## config.mk

```make
export PLATFORM = sky130hd
export DESIGN_NAME = vtiming_gen
export DESIGN_NICKNAME = d
export VERILOG_FILES = /design/src/rtl/vtiming_gen.sv
export SDC_FILE = /design/constraint.sdc
export NUM_CORES = 1
export LEC_CHECK = 0
export CAP_MARGIN = 5
export CORE_MARGIN = 5
export CORE_UTILIZATION = 50
export CTS_CLUSTER_SIZE = 14
export DETAILED_ROUTE_END_ITERATION = 7
export PLACE_DENSITY = 0.71
export REMOVE_ABC_BUFFERS = 1
export SYNTH_ARGS = -nofsm -noshare
export SYNTH_HDL_FRONTEND = slang
export SYNTH_SLANG_ARGS = --single-unit
```

## constraint.sdc

```tcl
create_clock -name clk -period 11.46 [get_ports clk]
set_input_delay 1.719 -clock clk [delete_from_list [all_inputs] [get_ports clk]]
set_output_delay 1.719 -clock clk [all_outputs]
set_load 0.005 [all_outputs]
```

## src/rtl/vtiming_gen.sv

```systemverilog
module vtiming_gen #(
  parameter int VAL_W  = 12,
  parameter int SW_W   = 7,
  parameter int ADDR_W = 8,
  parameter logic [ADDR_W-1:0] A_SW   = 'h0F,
  parameter logic [ADDR_W-1:0] A_TOT  = 'h12,
  parameter logic [ADDR_W-1:0] A_POS  = 'h14,
  parameter logic [ADDR_W-1:0] A_DISP = 'h16
) (
  input  logic              clk,
  input  logic              rst_n,
  input  logic              line_strb,
  input  logic              half_strb,
  input  logic              interlace,
  input  logic              wr_en,
  input  logic [ADDR_W-1:0] wr_addr,
  input  logic [7:0]        wr_data,
  input  logic [ADDR_W-1:0] rd_addr,
  output logic [7:0]        rd_data,
  output logic              vsync,
  output logic              vde,
  output logic [VAL_W:0]    raster,
  output logic              field,
  output logic              field_start,
  output logic              frame_start
);

  localparam int RW = VAL_W + 1;
  localparam logic [15:0] VMASK = 16'((32'd1 << VAL_W) - 1);
  localparam logic [7:0]  SMASK = 8'((32'd1 << SW_W) - 1);
  localparam logic [ADDR_W-1:0] A_TOT_H  = A_TOT + 1'b1;
  localparam logic [ADDR_W-1:0] A_POS_H  = A_POS + 1'b1;
  localparam logic [ADDR_W-1:0] A_DISP_H = A_DISP + 1'b1;

  // working copies, written by software
  logic [7:0]  r_sw;
  logic [15:0] r_tot, r_pos, r_disp;

  // active copies, refreshed at frame start
  logic [VAL_W-1:0] s_tot, s_pos, s_disp;
  logic [SW_W-1:0]  s_sw;
  logic             s_il;

  logic [RW-1:0] row_q;
  logic          field_q, vs_q, de_q, fs_q, frs_q;

  always_ff @(posedge clk) begin
    if (!rst_n) begin
      r_sw <= '0; r_tot <= '0; r_pos <= '0; r_disp <= '0;
    end else if (wr_en) begin
      if (wr_addr == A_SW)     r_sw         <= wr_data & SMASK;
      if (wr_addr == A_TOT)    r_tot[7:0]   <= wr_data & VMASK[7:0];
      if (wr_addr == A_TOT_H)  r_tot[15:8]  <= wr_data & VMASK[15:8];
      if (wr_addr == A_POS)    r_pos[7:0]   <= wr_data & VMASK[7:0];
      if (wr_addr == A_POS_H)  r_pos[15:8]  <= wr_data & VMASK[15:8];
      if (wr_addr == A_DISP)   r_disp[7:0]  <= wr_data & VMASK[7:0];
      if (wr_addr == A_DISP_H) r_disp[15:8] <= wr_data & VMASK[15:8];
    end
  end

  always_comb begin
    rd_data = '0;
    case (rd_addr)
      A_SW:     rd_data = r_sw;
      A_TOT:    rd_data = r_tot[7:0];
      A_TOT_H:  rd_data = r_tot[15:8];
      A_POS:    rd_data = r_pos[7:0];
      A_POS_H:  rd_data = r_pos[15:8];
      A_DISP:   rd_data = r_disp[7:0];
      A_DISP_H: rd_data = r_disp[15:8];
      default:  rd_data = '0;
    endcase
  end

  // the odd field runs half a line behind: the strobes swap roles
  wire adv     = field_q ? half_strb : line_strb;
  wire fin     = field_q ? line_strb : half_strb;
  wire last    = row_q == {1'b0, s_tot};
  wire in_half = s_il && (row_q == {1'b0, s_tot} + 1'b1);
  wire fld_end = s_il ? (in_half && fin) : (adv && last);
  wire frm_end = fld_end && (!s_il || field_q);
  wire step    = adv && !in_half && !fld_end;
  wire tick    = fld_end || step;

  wire [VAL_W-1:0] pos_n  = frm_end ? r_pos[VAL_W-1:0]  : s_pos;
  wire [VAL_W-1:0] disp_n = frm_end ? r_disp[VAL_W-1:0] : s_disp;
  wire [SW_W-1:0]  sw_n   = frm_end ? r_sw[SW_W-1:0]    : s_sw;
  wire [RW-1:0]    row_n  = fld_end ? '0 : row_q + 1'b1;
  wire [RW-1:0]    ofs    = row_n - {1'b0, pos_n};
  wire             vs_n   = (row_n >= {1'b0, pos_n}) && (ofs <= RW'(sw_n));
  wire             de_n   = row_n <= {1'b0, disp_n};

  always_ff @(posedge clk) begin
    if (!rst_n) begin
      row_q <= '0; field_q <= 1'b0; vs_q <= 1'b0; de_q <= 1'b0;
      fs_q <= 1'b0; frs_q <= 1'b0;
      s_tot <= '0; s_pos <= '0; s_disp <= '0; s_sw <= '0; s_il <= 1'b0;
    end else begin
      fs_q  <= fld_end;
      frs_q <= frm_end;
      if (tick) begin
        row_q <= row_n;
        vs_q  <= vs_n;
        de_q  <= de_n;
      end
      if (fld_end) field_q <= !frm_end;
      if (frm_end) begin
        s_tot  <= r_tot[VAL_W-1:0];
        s_pos  <= pos_n;
        s_disp <= disp_n;
        s_sw   <= sw_n;
        s_il   <= interlace;
      end
    end
  end

  assign raster      = row_q;
  assign field       = field_q;
  assign vsync       = vs_q;
  assign vde         = de_q;
  assign field_start = fs_q;
  assign frame_start = frs_q;

  assert_start_row_zero_R2: assert property (@(posedge clk) disable iff (!rst_n)
    fs_q |-> row_q == '0);
  assert_frame_has_field_R8: assert property (@(posedge clk) disable iff (!rst_n)
    frs_q |-> fs_q && !field_q);
  assert_row_bound_R7: assert property (@(posedge clk) disable iff (!rst_n)
    row_q <= {1'b0, s_tot} + RW'(s_il));
  assert_shadow_hold_R6: assert property (@(posedge clk) disable iff (!rst_n)
    !frs_q |-> ($stable(s_tot) && $stable(s_pos) && $stable(s_disp) && $stable(s_sw) && $stable(s_il)));
  assert_prog_field_R9: assert property (@(posedge clk) disable iff (!rst_n)
    !s_il |-> !field_q);
  assert_reserved_zero_R5: assert property (@(posedge clk) disable iff (!rst_n)
    (rd_addr == A_TOT_H || rd_addr == A_POS_H || rd_addr == A_DISP_H) |-> (rd_data & ~VMASK[15:8]) == 8'h00);

endmodule

```

==> results.yml, run 1 <==
routing:
  wirelength_um: 17400
  first_pass_iters: 5
  postRouteAntennaNets: 0
  post_drt_wl_per_cell_um: 19.2
  drt_iter0_markers: 299
  vias: 5283
  drc_errors: 0
  via_per_inst: 5.83
synth:
  synth_compound_area_frac: 0.142
  synth.area.mux_share: 0.142
  synth_area_leaders: "dfxtp_1 33%, mux2i_1 12%, nor2b_1 7.6%, ha_1 6.1%, xnor2_1 3.6%"
  syn_area_mm2: 0.00636
  yosys.area.top_type: "dfxtp_1"
  synth_seq_cells: 105
  postSynth.asyncResetShare: 0
  syn_avg_cell_area_um2: 9.17
  synth_edf_count: 0
  synth_xor_area_frac: 0.0604
  synth_adder_area_share: 0.0641
  synthSimpleGateAreaFrac: 0.230
  ys_seq_area_frac: 0.330
  ys_warn_count: 0
  synth_cell_types: 77
  yosysTopAreaCellShare: 0.330
  synth.most_common_cell: "dfxtp_1"
  ys_top_cells_by_count: "105 x dfxtp_1, 77 x mux2i_1, 77 x nor2b_1"
  netlist_instances: 694
  synth_ff_type: "dfxtp_1"
  synth_top_family_by_area: "simple AND/OR/NAND/NOR gates"
place:
  gp_congestion: 0.944
  port_buffers: 55
  dpl.hpwl_um: 13500
clocking:
  cts_sinks: 105
  htree_levels: 3
  cts-hold-fix-buffers: 0
  cts.path.max_buffers: 2
  insertion_delay_ns: 0.35
  clk_pin_slew_worst_paths_ns: 0.07
  root_buffer: "clkbuf_16"
  cts_setup_buffers: 0
  numCtsBuffers: 9
  cts_resized: 0
  cts_tree: "yes"
power:
  p_int_mw: 0.612
  combPwrFrac: 0.214
  power.leakage_nw: 2.82
  peakVddDrop_uv: 86.3
  finalPower_mw: 0.865
  switching_share: 0.293
  p_switching_mw: 0.253
  power.share.sequential: 0.441
  power_density_mw_per_mm2: 118
  clock_power_share: 0.346
run:
  drv_cap: 0
floorplan:
  fp.dieArea_mm2: 0.0151
  rows: 41
  io_pins: 56
  die_w_um: 123
  initial_utilization: 0.506
  core_region_area_mm2: 0.0126
  die_h_um: 123
setup_path:
  crit_chain: "clkdlybuf4s50_1 > mux2_2 > nand4_1 > nor4_2 > a31oi_4 > buf_4 > mux2i_1 > ha_1 > a21oi_1 > a21o_1 > a21oi_1 > or2_2 > a211oi_1 > nor3_1 > ha_1 > o21a_1 > o21a_1 > o21ai_0 > a21oi_1 > nand4b_1 > a211o_1 > a2111o_1 > o21ai_1"
  cp-end-kind: "flop"
  cpMostUsedCell: "a21oi_1"
  slowest_stage: "nor4_2"
  path_max_fanout: 33
  critical_path.startpoint: "line_strb"
  max_stage_delay_ns: 0.68
  crit_arrival_ns: 6.95
  path_class: "in2reg"
  r2r-start: "raster[9]$_SDFFE_PN0P_"
  path_buf_inv: 2
  cpLargestDelayFamily: "compound AO/OA/AOI/OAI gates"
  worstPathRequired_ns: 11.74
  critPathLaunchType: "input port"
sta:
  finalMaxSlewViolations: 0
  timing.fmax_mhz: 150
  tightest_slew_ns: 1.24
  finalSetupTns_ns: 0
  setup_violations: 0
  relSlewSlack: 0.170
  fin_crit_ns: 6.67
  rsz0062_at_grt: "no"
  hold_ws_ns: 0.499
  final-hold-violation-count: 0
  min_period_over_period: 0.582
  final.setup_skew_ns: 0.0110
hold_path:
  hp-start: "vsync$_SDFFE_PN0P_"
  min_path_type: "reg2reg"
global_route:
  grt_overflow_total: 0
  grt_pass1_vias: 5204
  grt_use_total: 0.235
  antenna_found_initial: 0
  grt_start_max_net_pins: 82
  grt_pass1_wl_um: 27500
layout:
  multi_input_area_mm2: 0.00409
  area.growth.synth_to_final_pct: 14.8
  final_layout_size_suffix_gt1_frac: 0.0654
  register_area_mm2: 0.00210
  finalNetCount: 791
  antenna_cells: 0
  nFillCells: 1081
status:
  status: "finished, final reports clean"
final timing paths:
kind | endpoint | slack [ns] | depth (start not counted)
setup / recovery | vsync$_SDFFE_PN0P_ | 4.79 | 23
hold / removal | vsync$_SDFFE_PN0P_ | 0.50 | 2
setup reg to reg | vsync$_SDFFE_PN0P_ | 5.48 | 23
hold reg to reg | vsync$_SDFFE_PN0P_ | 0.50 | 2
metrics by stage:
| step | area (um^2) | util | setup slack (ns) | std cells |
|---|---|---|---|---|
| after floorplan | 6210 | - | 3.61 | 660 |
| after global placement | 7020 | 0.558 | 4.72 | 890 |
| after detailed placement | 7020 | 0.558 | 4.48 | 890 |
| after CTS | 7310 | 0.581 | 4.82 | 906 |
| after global routing | 7310 | 0.581 | 4.38 | 906 |
| final | 7310 | 0.581 | 4.79 | 906 |
flip-flops by register name, summed over array words and instances, names as in the netlist:
| register | flops |
|---|---|
| field | 1 |
| field_start | 1 |
| frame_start | 1 |
| r_disp | 12 |
| r_pos | 12 |
| r_sw | 7 |
| r_tot | 12 |
| raster | 13 |
| s_disp | 12 |
| s_il | 1 |
| s_pos | 12 |
| s_sw | 7 |
| s_tot | 12 |
| vde | 1 |
| vsync | 1 |
layer usage:
| layer | vias to the layer above | share of wire | track usage |
|---|---|---|---|
| li1 | 2571 | - | - |
| met5 | - | 0 | 0 |
| met2 | 139 | 0.49 | 0.413 |
| met3 | 27 | 0.042 | 0.0318 |
| met4 | 0 | 0.019 | 0.0651 |
| met1 | 2546 | 0.45 | 0.300 |
worst reg2reg max path, delay by kind of cell (launching register included):
kind	cells	cell delay, ns
muxes	1	0.37
DFF	1	0.61
AOI/OAI and AO/OA	13	2.23
and+or+nand+nor	5	1.63
adders and majority gates	2	0.60
xor gates and xnor gates	1	0.17
buffers and inverters	1	0.32
power by group through the flow:
stage               combinational, mW  sequential [mW]  clock [mW]
floorplan                       0.124            0.388           0
global placement                0.179            0.390           0
detailed placement              0.183            0.390           0
CTS                             0.185            0.381       0.303
global route                    0.200            0.383       0.318
finish                          0.185            0.381       0.299
placed cells by master, fill, tap and decap left out, types with 4 or more instances in the layout:
| master | netlist | final |
|---|---|---|
| dfxtp_1 | 105 | 105 |
| nor2b_1 | 77 | 77 |
| mux2i_1 | 77 | 77 |
| clkdlybuf4s50_1 | 0 | 54 |
| nand2_1 | 47 | 47 |
| nor2_1 | 40 | 40 |
| ha_1 | 31 | 31 |
| xnor2_1 | 26 | 26 |
| o21ai_0 | 22 | 22 |
| a21oi_1 | 19 | 19 |
| nand3_1 | 16 | 16 |
| xor2_1 | 16 | 16 |
| a22o_1 | 14 | 14 |
| inv_1 | 12 | 12 |
| nand4_1 | 10 | 10 |
| a21o_1 | 9 | 9 |
| nor3_1 | 9 | 9 |
| and2_1 | 9 | 9 |
| clkbuf_16 | 0 | 9 |
| nand2b_1 | 8 | 8 |
| mux2_2 | 6 | 6 |
| o21a_1 | 6 | 6 |
| and3_1 | 5 | 5 |
| nor3b_1 | 5 | 5 |
| o211ai_1 | 4 | 4 |
| and4_1 | 4 | 4 |
| nand3b_1 | 4 | 4 |
| nand4b_1 | 4 | 4 |
| a22oi_1 | 4 | 4 |
cell families (layout without fill, tap and decap cells):
group | count (synthesis) | count (layout)
multiplexers | 86 | 86
AO/OA/AOI/OAI | 121 | 121
XOR/XNOR | 43 | 43
buffers and inverters | 46 | 86
flip-flops | 105 | 105
adder cells (fa/ha/maj) | 32 | 32
AND/OR/NAND/NOR | 261 | 261
layout make-up:
class,count,area share
Clock buffer,10,0.0313
Clock inverter,6,0.00805
Inverter,12,0.00617
Multi-Input combinational cell,543,0.560
Sequential cell,105,0.288
Tap cell,172,0.0295
Timing Repair Buffer,58,0.0778
No activity file was read; power rests on OpenSTA's default activity.
==> run 2, diff against run 1 <==
- clock period: 11.46 -> 6.45 ns (I/O delays scaled with it)
==> run 2 against run 1 <==
  * Register-to-register slack worse by 4.6 ns
  * Flip-flop and latch count did not move
  * Critical path depth unchanged
  * Sequential share of layout area decreased by 0.13 points
  * Largest cell class unchanged
==> results.yml, run 2 (synthesis gave the netlist of run 1 again) <==
layout:
  largest_reg_flops: 13
  antenna_cells: 0
  utilization: 0.584
  final_common_cell: "dfxtp_1"
  mostFrequentLayoutCells: "105 x dfxtp_1, 77 x nor2b_1, 77 x mux2i_1, 54 x clkdlybuf4s50_1, 47 x nand2_1"
  final_layout_size_suffix_gt1_frac: 0.0704
  finalNetCount: 796
  fin_cells: 911
  area.growth.synth_to_final_pct: 15.3
clocking:
  cts_resized: 0
  cts_setup_buffers: 0
  insertion_delay_ns: 0.36
  htree_levels: 3
  numCtsBuffers: 9
  cts_sinks: 105
  cts.path.max_buffers: 2
  cts_tree: "yes"
  clk_pin_slew_worst_paths_ns: 0.08
  root_buffer: "clkbuf_16"
  cts-hold-fix-buffers: 0
floorplan:
  core_region_area_mm2: 0.0126
  fp.dieArea_mm2: 0.0151
  die_h_um: 123
  die_w_um: 123
  rows: 41
  initial_utilization: 0.506
  io_pins: 56
routing:
  postRouteAntennaNets: 0
  drt_iter0_markers: 373
  wirelength_um: 17300
  post_drt_wl_per_cell_um: 19.0
  drc_errors: 0
  first_pass_iters: 5
  via_per_inst: 5.77
  vias: 5256
place:
  placedCellCount: 895
  gp_congestion: 0.914
  dpl.hpwl_um: 13300
  port_buffers: 55
sta:
  rsz0062_at_grt: "no"
  final-hold-violation-count: 0
  setup_violations: 0
  relSlewSlack: 0.159
  tightest_slew_ns: 1.26
  timing.fmax_mhz: 180
  finalMaxSlewViolations: 0
  final.setup_skew_ns: 0.0122
  min_period_over_period: 0.862
  fin_crit_ns: 5.56
power:
  power.leakage_nw: 2.83
  power_density_mw_per_mm2: 210
  peakVddDrop_uv: 220
  finalPower_mw: 1.54
setup_path:
  worstPathRequired_ns: 6.75
  path_class: "reg2reg"
  slowest_stage: "or4b_4"
  crit_arrival_ns: 5.86
  crit_chain: "buf_4 > xnor2_2 > or4b_4 > o221ai_2 > and4_1 > a31oi_4 > buf_4 > mux2_2 > ha_1 > inv_1 > fa_1 > o21a_4 > o31ai_4 > nand2_1 > xnor2_1 > ha_1 > nand4_1 > o22ai_1 > a21oi_1 > nand4b_1 > a211o_1 > a2111o_1 > o21ai_1"
  cp-end-kind: "flop"
  critPathLaunchType: "flop"
  path_max_fanout: 14
  max_stage_delay_ns: 0.54
status:
  status: "finished, final reports clean"
global_route:
  grt_overflow_total: 0
  grt_use_total: 0.235
  antenna_found_initial: 0
  grt_pass1_vias: 5076
  grt_pass1_wl_um: 27200
  grt_start_max_net_pins: 82
run:
  drv_cap: 0
hold_path:
  min_path_type: "reg2reg"
## run 2: cell count changes in the layout (fill, tap and decap cells not counted)
cell | before | now
buf_4 | 3 | 8
clkbuf_1 | 1 | 2
clkbuf_8 | 0 | 1
clkinv_2 | 1 | 0
clkinv_8 | 1 | 0
clkinvlp_4 | 0 | 1
inv_6 | 2 | 1
## run 2: worst paths after layout
path         cells past startpoint                 end                    from  slack (ns)
max                             23  vsync$_SDFFE_PN0P_  raster[9]$_SDFFE_PN0P_        0.89
min                              2  vsync$_SDFFE_PN0P_      vsync$_SDFFE_PN0P_        0.51
max reg2reg                     23  vsync$_SDFFE_PN0P_  raster[9]$_SDFFE_PN0P_        0.89
min reg2reg                      2  vsync$_SDFFE_PN0P_      vsync$_SDFFE_PN0P_        0.51
## run 2: worst max-delay path, delay by kind of cell, from the launching register on
family	cells	cell delay, ns
buffers and inverters	3	0.47
muxes	1	0.25
and+or+nand+nor	5	1.45
adders and majority gates	3	0.87
DFF	1	0.30
xor gates and xnor gates	2	0.33
AOI/OAI and AO/OA	9	1.82
## run 2: cell type report
| class | count | area [um^2] |
|---|---|---|
| clock buffer | 12 | 246 |
| clock inverter | 4 | 36.3 |
| fill | 1117 | 5230 |
| inverter | 12 | 45.0 |
| multi-input combinational | 543 | 4090 |
| sequential | 105 | 2100 |
| tap | 172 | 215 |
| timing repair buffer | 63 | 606 |
## run 2: where the power goes
part / switching [mW] / internal (mW)
registers: 0.0150 / 0.663
clock network: 0.254 / 0.278
logic: 0.175 / 0.160
## run 2: per-layer routing
metal | wire [um] | track usage
met1 | 7850 | 0.301
met2 | 8350 | 0.401
met3 | 801 | 0.0493
met4 | 323 | 0.0651
met5 | 0 | 0
## run 2: through the flow
step                TNS (ns)  hold WS [ns]  instance area, um^2  setup slack [ns]
global route               0         0.541                 7340             0.574
CTS                        0         0.517                 7340             0.899
detailed placement         0         0.503                 7060             0.782
global placement           0         0.492                 7060             0.850
floorplan             -0.766         0.456                 6210            -0.766
finish                     0         0.515                 7340             0.888
==> run 3, diff against run 2 <==
- CELL_PAD_IN_SITES_DETAIL_PLACEMENT: not set -> 1
- CELL_PAD_IN_SITES_GLOBAL_PLACEMENT: not set -> 1
- CORE_UTILIZATION: 50 -> 45
- PLACE_DENSITY: 0.71 -> not set
- PLACE_DENSITY_LB_ADDON: not set -> 0.1
==> run 3 against run 2 <==
  * Wire length up 12%
  * Final cell count up 0.99%
  * Combinational power up 1%
  * Clock power up 8.3%
  * Utilization down 5.2 points
==> results.yml, run 3 (synthesis gave the netlist of run 1 again) <==
routing:
  first_pass_iters: 4
  via_per_inst: 5.73
  drc_errors: 0
  drt_iter0_markers: 253
  post_drt_wl_per_cell_um: 21.1
  vias: 5272
  postRouteAntennaNets: 0
  wirelength_um: 19400
sta:
  final-hold-violation-count: 0
  min_period_over_period: 0.865
  relSlewSlack: 0.223
  final.setup_skew_ns: 0.00814
  rsz0062_at_grt: "no"
  setup_violations: 0
  fin_crit_ns: 5.58
  tightest_slew_ns: 1.16
  fin_ws_ns: 0.873
  timing.fmax_mhz: 179
  finalMaxSlewViolations: 0
  finalSetupTns_ns: 0
hold_path:
  hold_end: "vsync$_SDFFE_PN0P_"
  whs_path_depth: 2
  min_path_type: "reg2reg"
  hp-start: "vsync$_SDFFE_PN0P_"
layout:
  finalNetCount: 797
  area.growth.synth_to_final_pct: 16.1
  antenna_cells: 0
  largest_reg_flops: 13
  mostFrequentLayoutCells: "105 x dfxtp_1, 77 x nor2b_1, 77 x mux2i_1, 54 x clkdlybuf4s50_1, 47 x nand2_1"
  multi_input_area_mm2: 0.00409
  final_layout_size_suffix_gt1_frac: 0.0743
  final_common_cell: "dfxtp_1"
  register_area_mm2: 0.00210
  nFillCells: 1580
  utilization: 0.532
  fin_cells: 920
setup_path:
  crit_arrival_ns: 5.87
  slowest_stage: "dfxtp_1"
  crit_chain: "ha_1 > nand2_1 > o31a_1 > o2bb2ai_1 > nor2_4 > a31oi_4 > buf_4 > mux2i_1 > ha_1 > inv_1 > a221oi_1 > o211a_1 > o31ai_4 > nand2_1 > xnor2_1 > ha_1 > nand4_1 > o22ai_1 > a21oi_1 > nand4b_1 > a211o_1 > a2111o_1 > o21ai_1"
  max_stage_delay_ns: 0.50
  path_buf_inv: 2
  path_class: "reg2reg"
  r2r_end: "vsync$_SDFFE_PN0P_"
  cp-end-kind: "flop"
  r2r-start: "s_tot[0]$_SDFFE_PN0P_"
  path_max_fanout: 31
  reg2reg_depth: 23
  cpMostUsedCell: "ha_1"
  cpLargestDelayFamily: "compound AO/OA/AOI/OAI gates"
  worstPathRequired_ns: 6.74
  critPathLaunchType: "flop"
  reg2reg_slack_ns: 0.87
place:
  port_buffers: 55
  placedCellCount: 904
  dpl.hpwl_um: 15500
  gp_congestion: 0.903
  pre_cts_ws_ns: 0.673
clocking:
  htree_levels: 3
  clk_pin_slew_worst_paths_ns: 0.07
  cts_resized: 0
  cts_tree: "yes"
  cts.path.max_buffers: 2
  root_buffer: "clkbuf_16"
  insertion_delay_ns: 0.35
  cts_setup_buffers: 0
  cts_sinks: 105
  numCtsBuffers: 9
  cts-hold-fix-buffers: 0
floorplan:
  io_pins: 56
  fp.dieArea_mm2: 0.0166
  rows: 43
  die_h_um: 129
  core_region_area_mm2: 0.0139
  initial_utilization: 0.458
  die_w_um: 129
global_route:
  grt_use_total: 0.241
  grt_start_max_net_pins: 76
  grt_pass1_vias: 5595
  grt_pass1_wl_um: 31000
  grt_overflow_total: 0
  antenna_found_initial: 0
power:
  power.leakage_nw: 2.86
  peakVddDrop_uv: 145
  power_density_mw_per_mm2: 215
run:
  drv_cap: 0
status:
  status: "finished, final reports clean"
-- run 3: layer usage --
layer | routed length (um) | vias up | part of all wire | global-route usage
met5 | 0 | - | 0 | 0
met4 | 491 | 0 | 0.025 | 0.0809
li1 | - | 2574 | - | -
met3 | 820 | 27 | 0.042 | 0.0382
met2 | 9760 | 90 | 0.50 | 0.423
met1 | 8310 | 2581 | 0.43 | 0.300
-- run 3: cell type report --
class,instances,area share
flip-flops and latches,105,0.285
well taps,180,0.0305
repair buffers,64,0.0830
clock buffers,11,0.0342
clock inverters,5,0.00847
multi-input cells,543,0.553
inverters,12,0.00610
-- run 3: worst min-delay path: cells and delay by family, from the launching register on --
family | cells | cell delay [ns]
compound gates | 1 | 0.06
flops | 1 | 0.32
simple gates | 1 | 0.08
-- run 3: worst max path at each step --
stage,startpoint,end,cells past startpoint
CTS,s_tot[0]$_SDFFE_PN0P_,vsync$_SDFFE_PN0P_,23
finish,s_tot[0]$_SDFFE_PN0P_,vsync$_SDFFE_PN0P_,23
global route,s_tot[0]$_SDFFE_PN0P_,vsync$_SDFFE_PN0P_,23
floorplan,s_tot[1]$_SDFFE_PN0P_,vsync$_SDFFE_PN0P_,23
detailed placement,half_strb,vsync$_SDFFE_PN0P_,23
global placement,half_strb,vsync$_SDFFE_PN0P_,23
-- run 3: through the flow --
step / total power [mW] / instance area [um^2] / hold WS (ns)
4_1_cts: 1.61 / 7390 / 0.504
3_3_place_gp: 1.03 / 7070 / 0.491
6_report: 1.59 / 7390 / 0.499
2_1_floorplan: 0.911 / 6210 / 0.456
3_5_place_dp: 1.03 / 7070 / 0.492
5_1_grt: 1.67 / 7390 / 0.545
-- run 3: where the power goes --
group | total, mW | switching, mW | internal [mW] | leakage, nW
Sequential | 0.677 | 0.0146 | 0.663 | 0.847
Combinational | 0.339 | 0.180 | 0.159 | 1.86
Clock | 0.576 | 0.251 | 0.325 | 0.154
